--- src/rtl/bwb_pkg.sv ---
package bwb_pkg;

  typedef enum logic [1:0] {
    K_BYTE,
    K_WORD,
    K_LONG
  } xfer_kind_e;

  typedef enum logic [1:0] {
    ENG_IDLE,
    ENG_ACT,
    ENG_GAP
  } eng_state_e;

  typedef enum logic [2:0] {
    SEQ_GRAB,
    SEQ_READY,
    SEQ_FIRST,
    SEQ_SECOND,
    SEQ_ACK
  } seq_state_e;

  function automatic xfer_kind_e size_to_kind(input logic [1:0] siz);
    case (siz)
      2'b01:   return K_BYTE;
      2'b10:   return K_WORD;
      default: return K_LONG;
    endcase
  endfunction

endpackage

--- src/rtl/bwb_sync.sv ---
module bwb_sync #(
  parameter int W      = 1,
  parameter int STAGES = 2
) (
  input  logic         clk_i,
  input  logic         rst_ni,
  input  logic [W-1:0] d_i,
  output logic [W-1:0] q_o
);

  for (genvar g = 0; g < STAGES; g++) begin : g_stage
    logic [W-1:0] q_r;
    if (g == 0) begin : g_first
      always_ff @(posedge clk_i or negedge rst_ni) begin
        if (!rst_ni) q_r <= '0;
        else         q_r <= d_i;
      end
    end else begin : g_next
      always_ff @(posedge clk_i or negedge rst_ni) begin
        if (!rst_ni) q_r <= '0;
        else         q_r <= g_stage[g-1].q_r;
      end
    end
  end

  assign q_o = g_stage[STAGES-1].q_r;

endmodule

--- src/rtl/bwb_cycle_engine.sv ---
module bwb_cycle_engine
  import bwb_pkg::*;
#(
  parameter int AW = 24,
  parameter int MW = 16
) (
  input  logic          clk_i,
  input  logic          rst_ni,
  input  logic          start_i,
  input  logic [AW-1:0] addr_i,
  input  logic          rd_i,
  input  logic          uds_i,
  input  logic          lds_i,
  input  logic [MW-1:0] wdata_i,
  output logic          ready_o,
  output logic          done_o,
  output logic [MW-1:0] rdata_o,
  output logic          mb_as_o,
  output logic          mb_uds_o,
  output logic          mb_lds_o,
  output logic          mb_rw_o,
  output logic [AW-1:0] mb_addr_o,
  output logic [MW-1:0] mb_wdata_o,
  input  logic [MW-1:0] mb_rdata_i,
  input  logic          mb_term_i
);

  eng_state_e    state_q;
  logic [AW-1:0] addr_q;
  logic          rd_q, uds_q, lds_q;
  logic [MW-1:0] wdata_q, rdata_q;

  // A cycle may start from idle or from the one-clock gap state, never from
  // the active state, so the strobe is always low for a full clock between.
  always_ff @(posedge clk_i or negedge rst_ni) begin
    if (!rst_ni) begin
      state_q <= ENG_IDLE;
      addr_q  <= '0;
      rd_q    <= 1'b1;
      uds_q   <= 1'b0;
      lds_q   <= 1'b0;
      wdata_q <= '0;
      rdata_q <= '0;
    end else begin
      case (state_q)
        ENG_IDLE, ENG_GAP: begin
          if (start_i) begin
            state_q <= ENG_ACT;
            addr_q  <= addr_i;
            rd_q    <= rd_i;
            uds_q   <= uds_i;
            lds_q   <= lds_i;
            wdata_q <= wdata_i;
          end else begin
            state_q <= ENG_IDLE;
          end
        end
        ENG_ACT: begin
          if (mb_term_i) begin
            rdata_q <= mb_rdata_i;
            state_q <= ENG_GAP;
          end
        end
        default: state_q <= ENG_IDLE;
      endcase
    end
  end

  assign ready_o    = (state_q != ENG_ACT);
  assign done_o     = (state_q == ENG_GAP);
  assign rdata_o    = rdata_q;
  assign mb_as_o    = (state_q == ENG_ACT);
  assign mb_uds_o   = mb_as_o & uds_q;
  assign mb_lds_o   = mb_as_o & lds_q;
  assign mb_rw_o    = rd_q;
  assign mb_addr_o  = addr_q;
  assign mb_wdata_o = wdata_q;

  AST_TERM_ENDS_CYCLE: assert property (@(posedge clk_i) disable iff (!rst_ni)
    (mb_as_o && mb_term_i) |=> !mb_as_o);
  AST_GAP_BEFORE_NEXT: assert property (@(posedge clk_i) disable iff (!rst_ni)
    (mb_as_o && mb_term_i) |=> (!mb_as_o && !mb_uds_o && !mb_lds_o));
  AST_STROBES_NEED_AS: assert property (@(posedge clk_i) disable iff (!rst_ni)
    (mb_uds_o || mb_lds_o) |-> mb_as_o);
  AST_ADDR_HELD: assert property (@(posedge clk_i) disable iff (!rst_ni)
    (mb_as_o && $past(mb_as_o)) |-> ($stable(mb_addr_o) && $stable(mb_rw_o)));

endmodule

--- src/rtl/bwb_sequencer.sv ---
module bwb_sequencer
  import bwb_pkg::*;
#(
  parameter int AW = 24,
  parameter int HW = 32
) (
  input  logic          clk_i,
  input  logic          rst_ni,
  input  logic          grant_i,
  input  logic          req_i,
  input  logic          rd_i,
  input  logic [1:0]    siz_i,
  input  logic [AW-1:0] addr_i,
  input  logic [HW-1:0] wdata_i,
  input  logic          eng_ready_i,
  input  logic          eng_done_i,
  input  logic [HW/2-1:0] eng_rdata_i,
  output logic          start_o,
  output logic [AW-1:0] eng_addr_o,
  output logic          eng_rd_o,
  output logic          eng_uds_o,
  output logic          eng_lds_o,
  output logic [HW/2-1:0] eng_wdata_o,
  output logic          busreq_o,
  output logic          host_rst_o,
  output logic          ack_o,
  output logic [HW-1:0] rdata_o
);

  localparam int MW = HW / 2;

  seq_state_e    state_q;
  xfer_kind_e    kind_q, cur_kind;
  logic [AW-1:0] addr_q, cur_addr;
  logic          rd_q, cur_rd;
  logic [HW-1:0] wdata_q, cur_wdata;
  logic [HW-1:0] rdata_q;
  logic          busreq_q;
  logic          in_ready;

  assign in_ready = (state_q == SEQ_READY);

  // In the ready state the first half is built straight from the
  // synchronized request so that it launches on the next edge.
  always_comb begin
    cur_kind  = in_ready ? size_to_kind(siz_i) : kind_q;
    cur_addr  = in_ready ? addr_i : addr_q + AW'(2);
    cur_rd    = in_ready ? rd_i : rd_q;
    cur_wdata = in_ready ? wdata_i : wdata_q;
    case (cur_kind)
      K_BYTE: begin
        eng_uds_o   = ~cur_addr[0];
        eng_lds_o   = cur_addr[0];
        eng_wdata_o = {cur_wdata[7:0], cur_wdata[7:0]};
      end
      K_WORD: begin
        eng_uds_o   = 1'b1;
        eng_lds_o   = 1'b1;
        eng_wdata_o = cur_wdata[MW-1:0];
      end
      default: begin
        eng_uds_o   = 1'b1;
        eng_lds_o   = 1'b1;
        eng_wdata_o = in_ready ? cur_wdata[HW-1:MW] : cur_wdata[MW-1:0];
      end
    endcase
  end

  assign eng_addr_o = cur_addr;
  assign eng_rd_o   = cur_rd;
  assign start_o    = (in_ready && req_i && eng_ready_i) ||
                      (state_q == SEQ_FIRST && eng_done_i && kind_q == K_LONG);

  always_ff @(posedge clk_i or negedge rst_ni) begin
    if (!rst_ni) begin
      state_q  <= SEQ_GRAB;
      kind_q   <= K_LONG;
      addr_q   <= '0;
      rd_q     <= 1'b1;
      wdata_q  <= '0;
      rdata_q  <= '0;
      busreq_q <= 1'b0;
    end else begin
      busreq_q <= 1'b1;
      case (state_q)
        SEQ_GRAB: begin
          if (grant_i) state_q <= SEQ_READY;
        end
        SEQ_READY: begin
          if (start_o) begin
            kind_q  <= cur_kind;
            addr_q  <= addr_i;
            rd_q    <= rd_i;
            wdata_q <= wdata_i;
            state_q <= SEQ_FIRST;
          end
        end
        SEQ_FIRST: begin
          if (eng_done_i) begin
            if (kind_q == K_LONG) begin
              rdata_q[HW-1:MW] <= eng_rdata_i;
              state_q          <= SEQ_SECOND;
            end else begin
              rdata_q <= {eng_rdata_i, eng_rdata_i};
              state_q <= SEQ_ACK;
            end
          end
        end
        SEQ_SECOND: begin
          if (eng_done_i) begin
            rdata_q[MW-1:0] <= eng_rdata_i;
            state_q         <= SEQ_ACK;
          end
        end
        SEQ_ACK: begin
          if (!req_i) state_q <= SEQ_READY;
        end
        default: state_q <= SEQ_GRAB;
      endcase
    end
  end

  assign busreq_o   = busreq_q;
  assign host_rst_o = (state_q == SEQ_GRAB);
  assign ack_o      = (state_q == SEQ_ACK);
  assign rdata_o    = rdata_q;

  AST_NO_CYCLE_IN_GRAB: assert property (@(posedge clk_i) disable iff (!rst_ni)
    host_rst_o |-> !start_o);
  AST_RESET_UNTIL_GRANT: assert property (@(posedge clk_i) disable iff (!rst_ni)
    (host_rst_o && !grant_i) |=> host_rst_o);
  AST_BUSREQ_KEPT: assert property (@(posedge clk_i) disable iff (!rst_ni)
    $past(busreq_o) |-> busreq_o);
  AST_ACK_HELD: assert property (@(posedge clk_i) disable iff (!rst_ni)
    (ack_o && req_i) |=> ack_o);
  AST_ACK_DATA_STABLE: assert property (@(posedge clk_i) disable iff (!rst_ni)
    (ack_o && $past(ack_o)) |-> $stable(rdata_o));
  AST_NO_START_IN_ACK: assert property (@(posedge clk_i) disable iff (!rst_ni)
    ack_o |-> !start_o);

endmodule

--- src/rtl/bwb_bridge.sv ---
module bwb_bridge
  import bwb_pkg::*;
#(
  parameter int AW          = 24,
  parameter int SYNC_STAGES = 2
) (
  input  logic          clk_i,
  input  logic          rst_ni,
  output logic          mb_busreq_o,
  input  logic          mb_busgrant_i,
  output logic          host_rst_o,
  input  logic          host_as_i,
  input  logic          host_rw_i,
  input  logic [1:0]    host_siz_i,
  input  logic [AW-1:0] host_addr_i,
  input  logic [31:0]   host_wdata_i,
  output logic          host_ack_o,
  output logic [31:0]   host_rdata_o,
  output logic          mb_as_o,
  output logic          mb_uds_o,
  output logic          mb_lds_o,
  output logic          mb_rw_o,
  output logic [AW-1:0] mb_addr_o,
  output logic [15:0]   mb_wdata_o,
  input  logic [15:0]   mb_rdata_i,
  input  logic          mb_term_i
);

  localparam int HW = 32;
  localparam int MW = HW / 2;
  localparam int SW = AW + 4;

  logic [SW-1:0]  sync_q;
  logic           req_s, rw_s;
  logic [1:0]     siz_s;
  logic [AW-1:0]  addr_s;

  logic           start, eng_ready, eng_done;
  logic [AW-1:0]  eng_addr;
  logic           eng_rd, eng_uds, eng_lds;
  logic [MW-1:0]  eng_wdata, eng_rdata;

  // Strobe, direction, size and address cross together; the host keeps the
  // qualifiers stable before its strobe, so all bits settle in step.
  bwb_sync #(.W(SW), .STAGES(SYNC_STAGES)) u_sync (
    .clk_i (clk_i),
    .rst_ni(rst_ni),
    .d_i   ({host_as_i, host_rw_i, host_siz_i, host_addr_i}),
    .q_o   (sync_q)
  );

  assign {req_s, rw_s, siz_s, addr_s} = sync_q;

  bwb_sequencer #(.AW(AW), .HW(HW)) u_seq (
    .clk_i      (clk_i),
    .rst_ni     (rst_ni),
    .grant_i    (mb_busgrant_i),
    .req_i      (req_s),
    .rd_i       (rw_s),
    .siz_i      (siz_s),
    .addr_i     (addr_s),
    .wdata_i    (host_wdata_i),
    .eng_ready_i(eng_ready),
    .eng_done_i (eng_done),
    .eng_rdata_i(eng_rdata),
    .start_o    (start),
    .eng_addr_o (eng_addr),
    .eng_rd_o   (eng_rd),
    .eng_uds_o  (eng_uds),
    .eng_lds_o  (eng_lds),
    .eng_wdata_o(eng_wdata),
    .busreq_o   (mb_busreq_o),
    .host_rst_o (host_rst_o),
    .ack_o      (host_ack_o),
    .rdata_o    (host_rdata_o)
  );

  bwb_cycle_engine #(.AW(AW), .MW(MW)) u_eng (
    .clk_i     (clk_i),
    .rst_ni    (rst_ni),
    .start_i   (start),
    .addr_i    (eng_addr),
    .rd_i      (eng_rd),
    .uds_i     (eng_uds),
    .lds_i     (eng_lds),
    .wdata_i   (eng_wdata),
    .ready_o   (eng_ready),
    .done_o    (eng_done),
    .rdata_o   (eng_rdata),
    .mb_as_o   (mb_as_o),
    .mb_uds_o  (mb_uds_o),
    .mb_lds_o  (mb_lds_o),
    .mb_rw_o   (mb_rw_o),
    .mb_addr_o (mb_addr_o),
    .mb_wdata_o(mb_wdata_o),
    .mb_rdata_i(mb_rdata_i),
    .mb_term_i (mb_term_i)
  );

  AST_NO_BUS_BEFORE_GRANT: assert property (@(posedge clk_i) disable iff (!rst_ni)
    host_rst_o |-> !mb_as_o);
  AST_ACK_IDLE_BUS: assert property (@(posedge clk_i) disable iff (!rst_ni)
    (host_ack_o && $past(host_ack_o)) |-> !mb_as_o);

endmodule

--- config.mk ---
export PLATFORM = sky130hd
export DESIGN_NAME = bwb_bridge
export DESIGN_NICKNAME = d
export VERILOG_FILES = /design/src/rtl/bwb_pkg.sv /design/src/rtl/bwb_sync.sv /design/src/rtl/bwb_cycle_engine.sv /design/src/rtl/bwb_sequencer.sv /design/src/rtl/bwb_bridge.sv
export SDC_FILE = /design/constraint.sdc
export NUM_CORES = 1
export LEC_CHECK = 0
export BUFFER_PORTS_ARGS = -buffer_cell sky130_fd_sc_hd__buf_2
export CORE_MARGIN = 1
export CORE_UTILIZATION = 55
export DETAILED_ROUTE_END_ITERATION = 8
export PLACE_DENSITY = 0.79
export SLEW_MARGIN = 20
export SYNTH_ARGS = -nofsm -noshare
export SYNTH_HDL_FRONTEND = slang
export SYNTH_HIERARCHICAL = 1
export SYNTH_SLANG_ARGS = --single-unit
--- constraint.sdc ---
create_clock -name clk_i -period 2.6 [get_ports clk_i]
set_input_delay 0.13 -clock clk_i [delete_from_list [all_inputs] [get_ports clk_i]]
set_output_delay 0.13 -clock clk_i [all_outputs]
set_load 0.03 [all_outputs]
==> key figures, run 1 <==
Yosys
  • Mux contribution to synthesized area: 0.1756
  • Synth cell types: 50
  • Most numerous cell in the Yosys netlist: dfrtp_1
  • Cells after synthesis: 681
  • Post-synth EDFFs: 0
  • Yosys top cell by area: dfrtp_1
  • Synth Area in Compound Gates: 0.04421
  • Post-synth ARST share: 1.000
  • Synth Area in Adders: 0.003028
  • Syn_area_per_cell: 12.14 um^2
  • Top post-synthesis cells by count: 193 x dfrtp_1, 174 x nand2_1, 52 x mux2_2, 48 x o21ai_0, 39 x mux2_4
  • Ys flop type: dfrtp_1
  • Mapped Nets: 763
  • Post-synthesis sequential area ratio: 0.5939
  • Post-synth top area share: 0.5844
  • XOR/XNOR Fraction of Synth Area: 0.01378
  • Largest family of logic cells by synthesized area: multiplexers
  • Synth Cell Area: 0.008264 mm^2
  • Simple-gate share of the synthesized area: 0.1335
  • Area contributors post-synth: dfrtp_1 58%, nand2_1 7.9%, mux2_2 7.1%
  • Warnings, synthesis: 6
  • #FFs+latches synth: 196

Worst setup path
  • Delay-heaviest family, CP: simple AND/OR/NAND/NOR gates
  • RR Startpoint: u_seq/addr_q[1]$_DFFE_PN0P_
  • Crit path buf inv count: 0
  • Crit Path Max Fanout: 6
  • Critical Path RT: 2.98 ns
  • Worst-path cell chain: ha_1, and4_2, nand4bb_1, or4_1, a31oi_1, mux2_4
  • Worst r2r dst: u_eng/mb_addr_o[23]$_DFFE_PN0P_
  • Slowest cell on crit path: or4_1
  • Reg2Reg Setup Slack: 0.42 ns
  • Worst Setup End Kind: flip-flop
  • Crit path DAT: 2.55 ns
  • WS Path Type: flip-flop to flip-flop
  • Reg2Reg Depth: 6
  • Critical path startpoint category: flip-flop
  • Slowest cell delay on critical path: 0.47 ns

Min path
  • Worst hold stages: 4
  • Min-delay worst type: input pin to flip-flop
  • Hold Crit Start: host_wdata_i[18]
  • Hold Path Sink: u_eng/mb_wdata_o[2]$_DFFE_PN0P_

Routing
  • Drt pass-1 iters: 6
  • Total wire length: 18310 um
  • Routed Antenna Nets: 0
  • Per-cell routed wire length: 16.68 um
  • DR iter-0 viols: 421
  • Via density: 5.364
  • Via count: 5890
  • DRC Markers: 0

Cells and area
  • P&R area growth vs syn: 25.83%
  • Antenna cell count: 0
  • Reg area: 0.004908 mm^2
  • Final net count: 983
  • Multi-input gate area: 0.003078 mm^2
  • Fillers: 986
  • Share of cells above drive strength 1: 0.3359
  • Core Util, Final: 0.7128

Floorplan
  • Number of cell rows: 44
  • Initial core utilization: 0.5665
  • Die height: 124.6 um
  • Die Wd: 124.6 um
  • Core ar.: 0.01459 mm^2
  • Total Die Area: 0.01552 mm^2
  • Top-Level Pins: 159

STA
  • Final setup fails: 0
  • Final Slew Violations: 0
  • Slew Limit Headroom: 0.4272
  • Post-Route Setup TNS: 0 ns
  • Final period utilization: 0.8367
  • Minimum clock period: 2.175 ns
  • Achievable clock frequency: 459.7 MHz
  • Clock Skews: 0.01338 ns
  • Hold slack: 0.1424 ns
  • Worst slew pin tran: 0.8592 ns
  • RSZ-0062 raised after global routing: no
  • Fin. Hold Viols: 0

Clock tree
  • CTS tree: yes
  • Clock Sinks: 196
  • Htree depth: 4
  • Clock transition at path regs: 0.08 ns
  • Post-CTS sizing: 0
  • Hold_buf cts: 62
  • Postcts setup bufs: 0
  • CTS root buf: clkbuf_16
  • Total CTS buffers: 17
  • Clock Latency Late Sink: 0.44 ns
  • CTS max path bufs: 2

Global routing
  • Initial antenna violation count: 0
  • Vias in the first global route: 6111
  • Gr ovfl total: 0
  • Gr usage total: 0.2486
  • First-pass GRT wire length: 30240 um
  • Largest net degree at the start of global routing: 96

Run
  • Max-Cap Viols: 0

Placed design
  • DP HPWL: 11970 um
  • Number of port buffers: 158
  • RD Place Congestion: 0.8938

Power
  • Pwr/cell area: 1187 mW/mm^2
  • Leak Pwr: 5.103 nW
  • Maximum VDD drop: 0.0006382 V

Run status
  • Status: finished, final reports clean
## cell usage in the layout, fill, tap and decap left out, drive strengths merged, types with 3 or more instances in the layout
| cell | instances |
|---|---|
| or4 | 4 |
| dfrtp | 193 |
| a31oi | 5 |
| nand2b | 3 |
| buf | 173 |
| a21oi | 3 |
| o21ai | 48 |
| nand4 | 6 |
| and2 | 6 |
| mux2 | 91 |
| clkbuf | 23 |
| xnor2 | 9 |
| nor3 | 5 |
| mux2i | 28 |
| dlygate4sd3 | 62 |
| nand2 | 174 |
| dfstp | 3 |
| clkinv | 5 |
| nand3 | 9 |
| xor2 | 4 |
| nor2 | 10 |
| nor4 | 6 |
| inv | 13 |
## kinds of logic (layout without fill, tap and decap cells)
kind of cell,after synthesis,after routing
compound gates,66,66
xor+xnor,13,13
fa+ha+maj,2,2
buf+inv,46,279
flops,196,196
mux,119,119
other cells,1,1
simple gates,238,238
## sequential cells by signal, summed over array words and instances, names as in the netlist, 2 cells and up
register and flops:
u_seq/addr_q 24, u_seq/kind_q 2, u_eng/state_q 2, u_sync/q_o 28, u_eng/mb_addr_o 24, u_sync/g_stage.q_r 28
u_eng/rdata_o 16, u_seq/rdata_o 32, u_eng/mb_wdata_o 16, u_seq/state_q 3, u_seq/wdata_q 16
## layer usage
metal / vias up / track usage / part of all wire
met4: 0 / 0.1013 / 0.019
met3: 29 / 0.04983 / 0.053
met5: - / 0 / 0
met2: 237 / 0.4137 / 0.50
li1: 2731 / - / -
met1: 2893 / 0.3187 / 0.43
## cell type report
class	instances	area share
flip-flops and latches	196	0.4720
repair buffers	236	0.1505
clock inverters	10	0.009746
multi-input cells	439	0.2960
well taps	184	0.02214
clock buffers	22	0.04560
inverters	11	0.003971
## how the worst max path moves through the flow
stage,start,to,slack [ns],depth (start not counted)
3_3_place_gp,u_sync/q_o[24]$_DFF_PN0_,u_eng/uds_q$_DFFE_PN0P_,0.59,6
4_1_cts,u_sync/q_o[24]$_DFF_PN0_,u_eng/lds_q$_DFFE_PN0P_,0.44,6
3_5_place_dp,u_sync/q_o[24]$_DFF_PN0_,u_eng/lds_q$_DFFE_PN0P_,0.47,6
2_1_floorplan,u_eng/state_q[0]$_DFFE_PN0P_,u_eng/lds_q$_DFFE_PN0P_,0.19,9
6_report,u_seq/addr_q[1]$_DFFE_PN0P_,u_eng/mb_addr_o[23]$_DFFE_PN0P_,0.42,6
5_1_grt,u_seq/addr_q[1]$_DFFE_PN0P_,u_eng/mb_addr_o[23]$_DFFE_PN0P_,0.28,6
## metrics by stage
step,power (mW),cell area (um^2),setup slack (ns),instances
finish,12.35,10400,0.4247,1098
detailed placement,9.748,9203,0.4659,1004
global route,13.04,10400,0.2758,1098
floorplan,8.413,8264,0.1878,681
global placement,9.515,9203,0.5930,1004
CTS,12.38,10400,0.4397,1098
## worst reg2reg max path, cell delays in order (launching register included)
cell	delay [ns]
dfrtp_1	0.42
ha_1	0.24
and4_2	0.32
nand4bb_1	0.27
or4_1	0.47
a31oi_1	0.21
mux2_4	0.19
## report_power, final
| group | internal [mW] | total (mW) | switching, mW |
|---|---|---|---|
| sequential | 4.10 | 4.93 | 0.823 |
| clock | 1.41 | 2.54 | 1.13 |
| combinational | 2.05 | 4.88 | 2.83 |
Note: power is estimated with default switching activity, not from simulation.
==> inputs of run 2 (changes only) <==
==> constraint.sdc (replaced) <==
create_clock -name clk_i -period 2.17 [get_ports clk_i]
set_input_delay 0.1085 -clock clk_i [delete_from_list [all_inputs] [get_ports clk_i]]
set_output_delay 0.1085 -clock clk_i [all_outputs]
set_load 0.03 [all_outputs]
==> key figures, run 2 (synthesis results as in run 1) <==
Power
  • Maximum VDD drop: 0.0009043 V (+42%)
  • Leak Pwr: 5.178 nW (+1.5%)
  • Total power: 15.08 mW (+22%)
  • Pwr/cell area: 1430 mW/mm^2 (+20%)

STA
  • Final Slew Violations: 0 (unchanged)
  • Slew Limit Headroom: 0.5528 (+0.1256)
  • Hold slack: 0.1119 ns (-0.03055 ns)
  • Fin. Hold Viols: 0 (unchanged)
  • Final setup fails: 0 (unchanged)
  • Clock Skews: 0.007612 ns (-0.005767 ns)
  • Minimum clock period: 2.103 ns (-0.07257 ns)
  • Achievable clock frequency: 475.6 MHz (+3.5%)
  • RSZ-0062 raised after global routing: no
  • Final period utilization: 0.9690 (+0.1323)
  • Worst slew pin tran: 0.6708 ns (-0.1884 ns)
  • Setup ws final: 0.06728 ns (-0.3574 ns)

Clock tree
  • Clock transition at path regs: 0.07 ns (about the same)
  • CTS root buf: clkbuf_16
  • Clock Sinks: 196 (unchanged)
  • Htree depth: 4 (unchanged)
  • CTS tree: yes
  • Postcts setup bufs: 0 (unchanged)
  • CTS max path bufs: 2 (unchanged)
  • Clock Latency Late Sink: 0.43 ns (about the same)
  • Total CTS buffers: 17 (unchanged)

Routing
  • Drt pass-1 iters: 5 (-1)
  • Per-cell routed wire length: 16.58 um (-0.60%)
  • Via count: 5918 (+0.48%)
  • Total wire length: 18240 um (-0.42%)
  • Routed Antenna Nets: 0 (unchanged)
  • DR iter-0 viols: 316 (-25%)
  • DRC Markers: 0 (unchanged)
  • Via density: 5.380 (+0.29%)

Global routing
  • Initial antenna violation count: 0 (unchanged)
  • Gr usage total: 0.2469 (-0.001769)
  • Vias in the first global route: 6015 (-1.6%)
  • First-pass GRT wire length: 30120 um (-0.39%)
  • Largest net degree at the start of global routing: 65 (-32%)
  • Gr ovfl total: 0 (unchanged)

Cells and area
  • Final net count: 987 (+0.41%)
  • Commonest non-fill, non-tap cell in the layout: dfrtp_1
  • Max reg flops: 32 (unchanged)
  • Antenna cell count: 0 (unchanged)
  • Finished Layout Cells: 1100 (+0.18%)
  • Commonest non-fill, non-tap cells in the layout: 193 x dfrtp_1, 174 x nand2_1, 157 x buf_2
  • P&R area growth vs syn: 27.56%
  • Share of cells above drive strength 1: 0.3406 (+0.004725)
  • Core Util, Final: 0.7226 (+0.009777)

Floorplan
  • Number of cell rows: 44 (unchanged)
  • Total Die Area: 0.01552 mm^2 (unchanged)
  • Initial core utilization: 0.5665 (unchanged)
  • Die Wd: 124.6 um (unchanged)
  • Top-Level Pins: 159 (unchanged)
  • Die height: 124.6 um (unchanged)
  • Core ar.: 0.01459 mm^2 (unchanged)

Worst setup path
  • Critical Path RT: 2.48 ns (-0.50 ns)
  • Worst Setup End Kind: flip-flop
  • Crit path DAT: 2.41 ns (-0.14 ns)
  • Critical path startpoint category: flip-flop
  • WS Path Type: flip-flop to flip-flop
  • Crit Path Max Fanout: 15 (+9)

Run
  • Max-Cap Viols: 0 (unchanged)

Placed design
  • Number of port buffers: 158 (unchanged)
  • Placed cells: 1008 (+0.40%)
  • Place WS: 0.09164 ns (-0.3742 ns)
  • DP HPWL: 12020 um (+0.38%)
  • RD Place Congestion: 0.8527 (-4.6%)

Run status
  • Status: finished, final reports clean

Min path
  • Min-delay worst type: input pin to flip-flop
==> run 2: cell types whose count changed in the layout (fill, tap and decap cells not counted), moves of 2 or more <==
cell and change:
buf_4 -2, clkinv_2 +2, clkinv_4 -3, bufinv_16 +3, buf_12 +5, clkbuf_8 -2
==> run 2: path summary, 6_finish.rpt <==
| kind | slack, ns | from | depth (start not counted) | endpoint |
|---|---|---|---|---|
| min reg2reg | 0.35 | u_sync/g_stage[0].q_r[13]$_DFF_PN0_ | 0 | u_sync/q_o[13]$_DFF_PN0_ |
| min | 0.11 | host_wdata_i[16] | 4 | u_eng/mb_wdata_o[0]$_DFFE_PN0P_ |
| min in group asynchronous | 0.25 | rst_ni | 2 | u_eng/mb_addr_o[4]$_DFFE_PN0P_ |
| max | 0.07 | u_seq/state_q[1]$_DFFE_PN0P_ | 7 | u_eng/mb_wdata_o[14]$_DFFE_PN0P_ |
| max in group asynchronous | 1.18 | rst_ni | 3 | u_seq/rd_q$_DFFE_PN1P_ |
| max reg2reg | 0.07 | u_seq/state_q[1]$_DFFE_PN0P_ | 7 | u_eng/mb_wdata_o[14]$_DFFE_PN0P_ |
==> run 2: layout make-up <==
cell class | count | area (um^2)
Tap cell | 184 | 230.2
Fill cell | 967 | 4048
Sequential cell | 196 | 4908
Timing Repair Buffer | 240 | 1662
Clock buffer | 20 | 446.7
Inverter | 11 | 41.29
Clock inverter | 10 | 156.4
Multi-Input combinational cell | 439 | 3097
==> run 2: report_power, final <==
group	leakage, nW	internal, mW	switching (mW)
Clock	0.296	1.94	1.27
Combinational	2.49	2.54	3.45
Sequential	2.39	4.92	0.962
==> run 2: critical path: stages, from the launching register on <==
cell      delay [ns]
dfrtp_1         0.52
nand2b_1        0.17
nor3b_4         0.22
nand3b_1        0.15
nand2_1         0.11
nor2b_4         0.23
buf_6           0.25
mux2_4          0.33
==> run 2: per-stage QoR <==
stage | area [um^2] | setup TNS, ns
after floorplan | 8284 | -0.1717
final | 10540 | 0
after CTS | 10530 | 0
after detailed placement | 9309 | 0
after global placement | 9309 | 0
after global routing | 10540 | 0
==> run 2: per-layer routing <==
layer | up-vias | global-route usage | share of wire
met5 | - | 0 | 0
met4 | 0 | 0.09142 | 0.021
met3 | 26 | 0.04338 | 0.050
met2 | 191 | 0.4192 | 0.51
met1 | 2950 | 0.3176 | 0.42
li1 | 2751 | - | -
==> run 2: timing repair <==
item | CTS | global route
hold buffers | 62 | 0
setup endpoints to repair | 0 | 16
hold endpoints to repair | 120 | 0
gates resized for setup | 0 | 2
==> inputs of run 3 (changes only) <==
--- a/config.mk
+++ b/config.mk
@@ -5,11 +5,13 @@
 export SDC_FILE = /design/constraint.sdc
 export NUM_CORES = 1
 export LEC_CHECK = 0
+export ABC_AREA = 1
 export BUFFER_PORTS_ARGS = -buffer_cell sky130_fd_sc_hd__buf_2
 export CORE_MARGIN = 1
 export CORE_UTILIZATION = 55
 export DETAILED_ROUTE_END_ITERATION = 8
 export PLACE_DENSITY = 0.79
+export RECOVER_POWER = 50
 export SLEW_MARGIN = 20
 export SYNTH_ARGS = -nofsm -noshare
 export SYNTH_HDL_FRONTEND = slang
==> constraint.sdc (replaced) <==
create_clock -name clk_i -period 2.17 [get_ports clk_i]
set_input_delay 0.1085 -clock clk_i [delete_from_list [all_inputs] [get_ports clk_i]]
set_output_delay 0.1085 -clock clk_i [all_outputs]
set_load 0.1 [all_outputs]
==> key figures, run 3 <==
Yosys
  • Syn_area_per_cell: 8.783 um^2 (-28%)
  • Top post-synthesis cells by count: 289 x nand2_1, 193 x dfrtp_1, 94 x nand3_1, 94 x o21ai_0, 91 x inv_1
  • #FFs+latches synth: 196 (unchanged)
  • Ys flop type: dfrtp_1
  • Post-synth ARST share: 1.000 (unchanged)
  • Mapped Nets: 1037 (+36%)
  • Post-synthesis sequential area ratio: 0.5852 (-0.008771)
  • Warnings, synthesis: 6 (unchanged)
  • Synth cell types: 32 (-36%)
  • Yosys top cell by area: dfrtp_1
  • Area contributors post-synth: dfrtp_1 58%, nand2_1 13%, nand3_1 5.6%
  • Post-synth EDFFs: 0 (unchanged)
  • Post-synth top area share: 0.5758 (-0.008630)
  • Cells after synthesis: 955 (+40%)
  • Most numerous cell in the Yosys netlist: nand2_1
  • Synth Cell Area: 0.008388 mm^2 (+1.5%)

Routing
  • Met3 WL: 1370 um (+51%)
  • Total wire length: 19490 um (+6.9%)
  • Routed met2 length: 8780 um (-5.1%)
  • Via count: 7033 (+19%)
  • DRC Markers: 12 (+12)
  • Drt pass-1 iters: 8 (+3)
  • Per-cell routed wire length: 14.36 um (-13%)
  • Highest routed layer: met4
  • Via density: 5.183 (-3.7%)
  • Routed Antenna Nets: 0 (unchanged)
  • Metal-1 WL: 8899 um (+16%)
  • DR iter-0 viols: 653 (+110%)

Run
  • Max-Cap Viols: 0 (unchanged)

Floorplan
  • Initial core utilization: 0.5707 (+0.004184)
  • Total Die Area: 0.01575 mm^2 (+1.5%)
  • Die height: 125.5 um (+0.73%)
  • Number of cell rows: 44 (unchanged)
  • Top-Level Pins: 159 (unchanged)
  • Core ar.: 0.01470 mm^2 (+0.75%)
  • Die Wd: 125.5 um (+0.73%)

STA
  • Slew Limit Headroom: 0.3025 (-0.2502)
  • Final setup fails: 0 (unchanged)
  • Worst slew pin tran: 1.046 ns (+0.3754 ns)
  • Setup ws final: 0.1865 ns (+0.1192 ns)
  • Post-Route Setup TNS: 0 ns (unchanged)
  • RSZ-0062 raised after global routing: no
  • Final period utilization: 0.9141 (-0.05494)
  • Minimum clock period: 1.984 ns (-0.1192 ns)
  • Clock Skews: 0.006823 ns (-0.0007887 ns)
  • Final Slew Violations: 0 (unchanged)
  • Achievable clock frequency: 504.2 MHz (+6.0%)
  • Fin. Hold Viols: 0 (unchanged)

Placed design
  • Number of port buffers: 158 (unchanged)
  • DP HPWL: 12580 um (+4.7%)
  • RD Place Congestion: 0.8854 (+3.8%)
  • Place WS: 0.2137 ns (+0.1220 ns)

Cells and area
  • Antenna cell count: 0 (unchanged)
  • Commonest non-fill, non-tap cells in the layout: 289 x nand2_1, 193 x dfrtp_1, 152 x buf_2
  • Final net count: 1243 (+26%)
  • Share of cells above drive strength 1: 0.1884 (-0.1522)
  • Commonest non-fill, non-tap cell in the layout: nand2_1
  • Max reg flops: 32 (unchanged)
  • P&R area growth vs syn: 24.52%

Global routing
  • Gr usage total: 0.2639 (+0.01702)
  • Gr ovfl total: 0 (unchanged)
  • Initial antenna violation count: 0 (unchanged)
  • Largest net degree at the start of global routing: 89 (+37%)
  • Vias in the first global route: 6766 (+12%)
  • First-pass GRT wire length: 32600 um (+8.2%)

Clock tree
  • CTS tree: yes
  • Clock transition at path regs: 0.07 ns (about the same)
  • CTS max path bufs: 2 (unchanged)
  • Clock Latency Late Sink: 0.43 ns (about the same)
  • Post-CTS sizing: 0 (unchanged)
  • Total CTS buffers: 17 (unchanged)
  • Postcts setup bufs: 0 (unchanged)
  • Clock Sinks: 196 (unchanged)
  • CTS root buf: clkbuf_16
  • Htree depth: 4 (unchanged)

Run status
  • Violated checks: DRC
  • Status: complete, but fails checks

Worst setup path
  • WS Path Type: flip-flop to flip-flop
  • Crit Path Max Fanout: 43 (+28)
  • Critical Path RT: 2.48 ns (about the same)
  • Crit path DAT: 2.29 ns (-0.12 ns)
  • Critical path startpoint category: flip-flop
  • Worst Setup End Kind: flip-flop

Min path
  • Min-delay worst type: input pin to flip-flop
==> run 3: cell count changes in the layout (fill, tap and decap cells not counted), moves of 28 or more <==
cell | before | now
inv_1 | 11 | 91
mux2_2 | 52 | 0
mux2_4 | 39 | 0
mux2i_1 | 28 | 0
nand2_1 | 174 | 289
nand3_1 | 8 | 95
nor2_1 | 10 | 51
o21ai_0 | 48 | 94
==> run 3: stage by stage <==
stage	instances	hold slack (ns)	area (um^2)	util
detailed placement	1265	0.1896	9309	0.6333
global route	1357	0.1446	10450	0.7106
CTS	1357	0.1256	10510	0.7147
finish	1357	0.1384	10450	0.7106
global placement	1265	0.1839	9309	0.6333
floorplan	955	-0.1871	8388	-
==> run 3: layout make-up <==
cell class,instances,area [um^2]
timing repair buffer,236,1570
fill,1110,4254
inverter,97,369.1
tap,184,230.2
clock buffer,19,442.9
multi-input combinational,613,2781
sequential,196,4908
clock inverter,12,142.6
==> run 3: final timing paths <==
kind,slack (ns),endpoint,start,depth (start not counted)
setup / recovery,0.19,u_eng/mb_addr_o[8]$_DFFE_PN0P_,u_seq/state_q[1]$_DFFE_PN0P_,9
hold / removal,0.14,u_eng/rdata_o[11]$_DFFE_PN0P_,mb_term_i,3
setup reg to reg,0.19,u_eng/mb_addr_o[8]$_DFFE_PN0P_,u_seq/state_q[1]$_DFFE_PN0P_,9
hold reg to reg,0.35,u_sync/q_o[6]$_DFF_PN0_,u_sync/g_stage[0].q_r[6]$_DFF_PN0_,0
max in group asynchronous,0.39,u_seq/wdata_q[4]$_DFFE_PN0P_,rst_ni,3
min in group asynchronous,0.44,u_seq/rdata_o[15]$_DFFE_PN0P_,rst_ni,2
==> run 3: what timing repair did <==
action / CTS / global route
setup endpoints to repair: 0 / 0
hold endpoints to repair: 134 / 0
hold buffers: 61 / 0
==> run 3: logic make-up (layout without fill, tap and decap cells) <==
group	count (synthesis)	after routing	share of synthesized area
compound gates	136	136	0.08607
xor+xnor	7	7	0.007309
fa+ha+maj	2	2	0.002983
buf+inv	146	364	0.08174
flops	196	196	0.5852
other cells	1	1	0.0004471
simple gates	467	467	0.2363
==> run 3: worst max-delay path, stage by stage, from the launching register on <==
cell and delay (ns):
dfrtp_1 0.40, inv_1 0.13, nand3_4 0.20, inv_4 0.29
nand3_2 0.15, nand2_1 0.17, nand2_2 0.07, buf_4 0.27
nand2_1 0.12, nand2_1 0.05
==> run 3: routing by layer <==
metal	track usage	vias up
met5	0	-
met4	0.1062	0
met3	0.05605	36
met2	0.4007	291
met1	0.3724	3247
li1	-	3459
Power of run 3 is not shown: default switching activity piles up to over one toggle a cycle in this logic, so the estimate is an artifact.
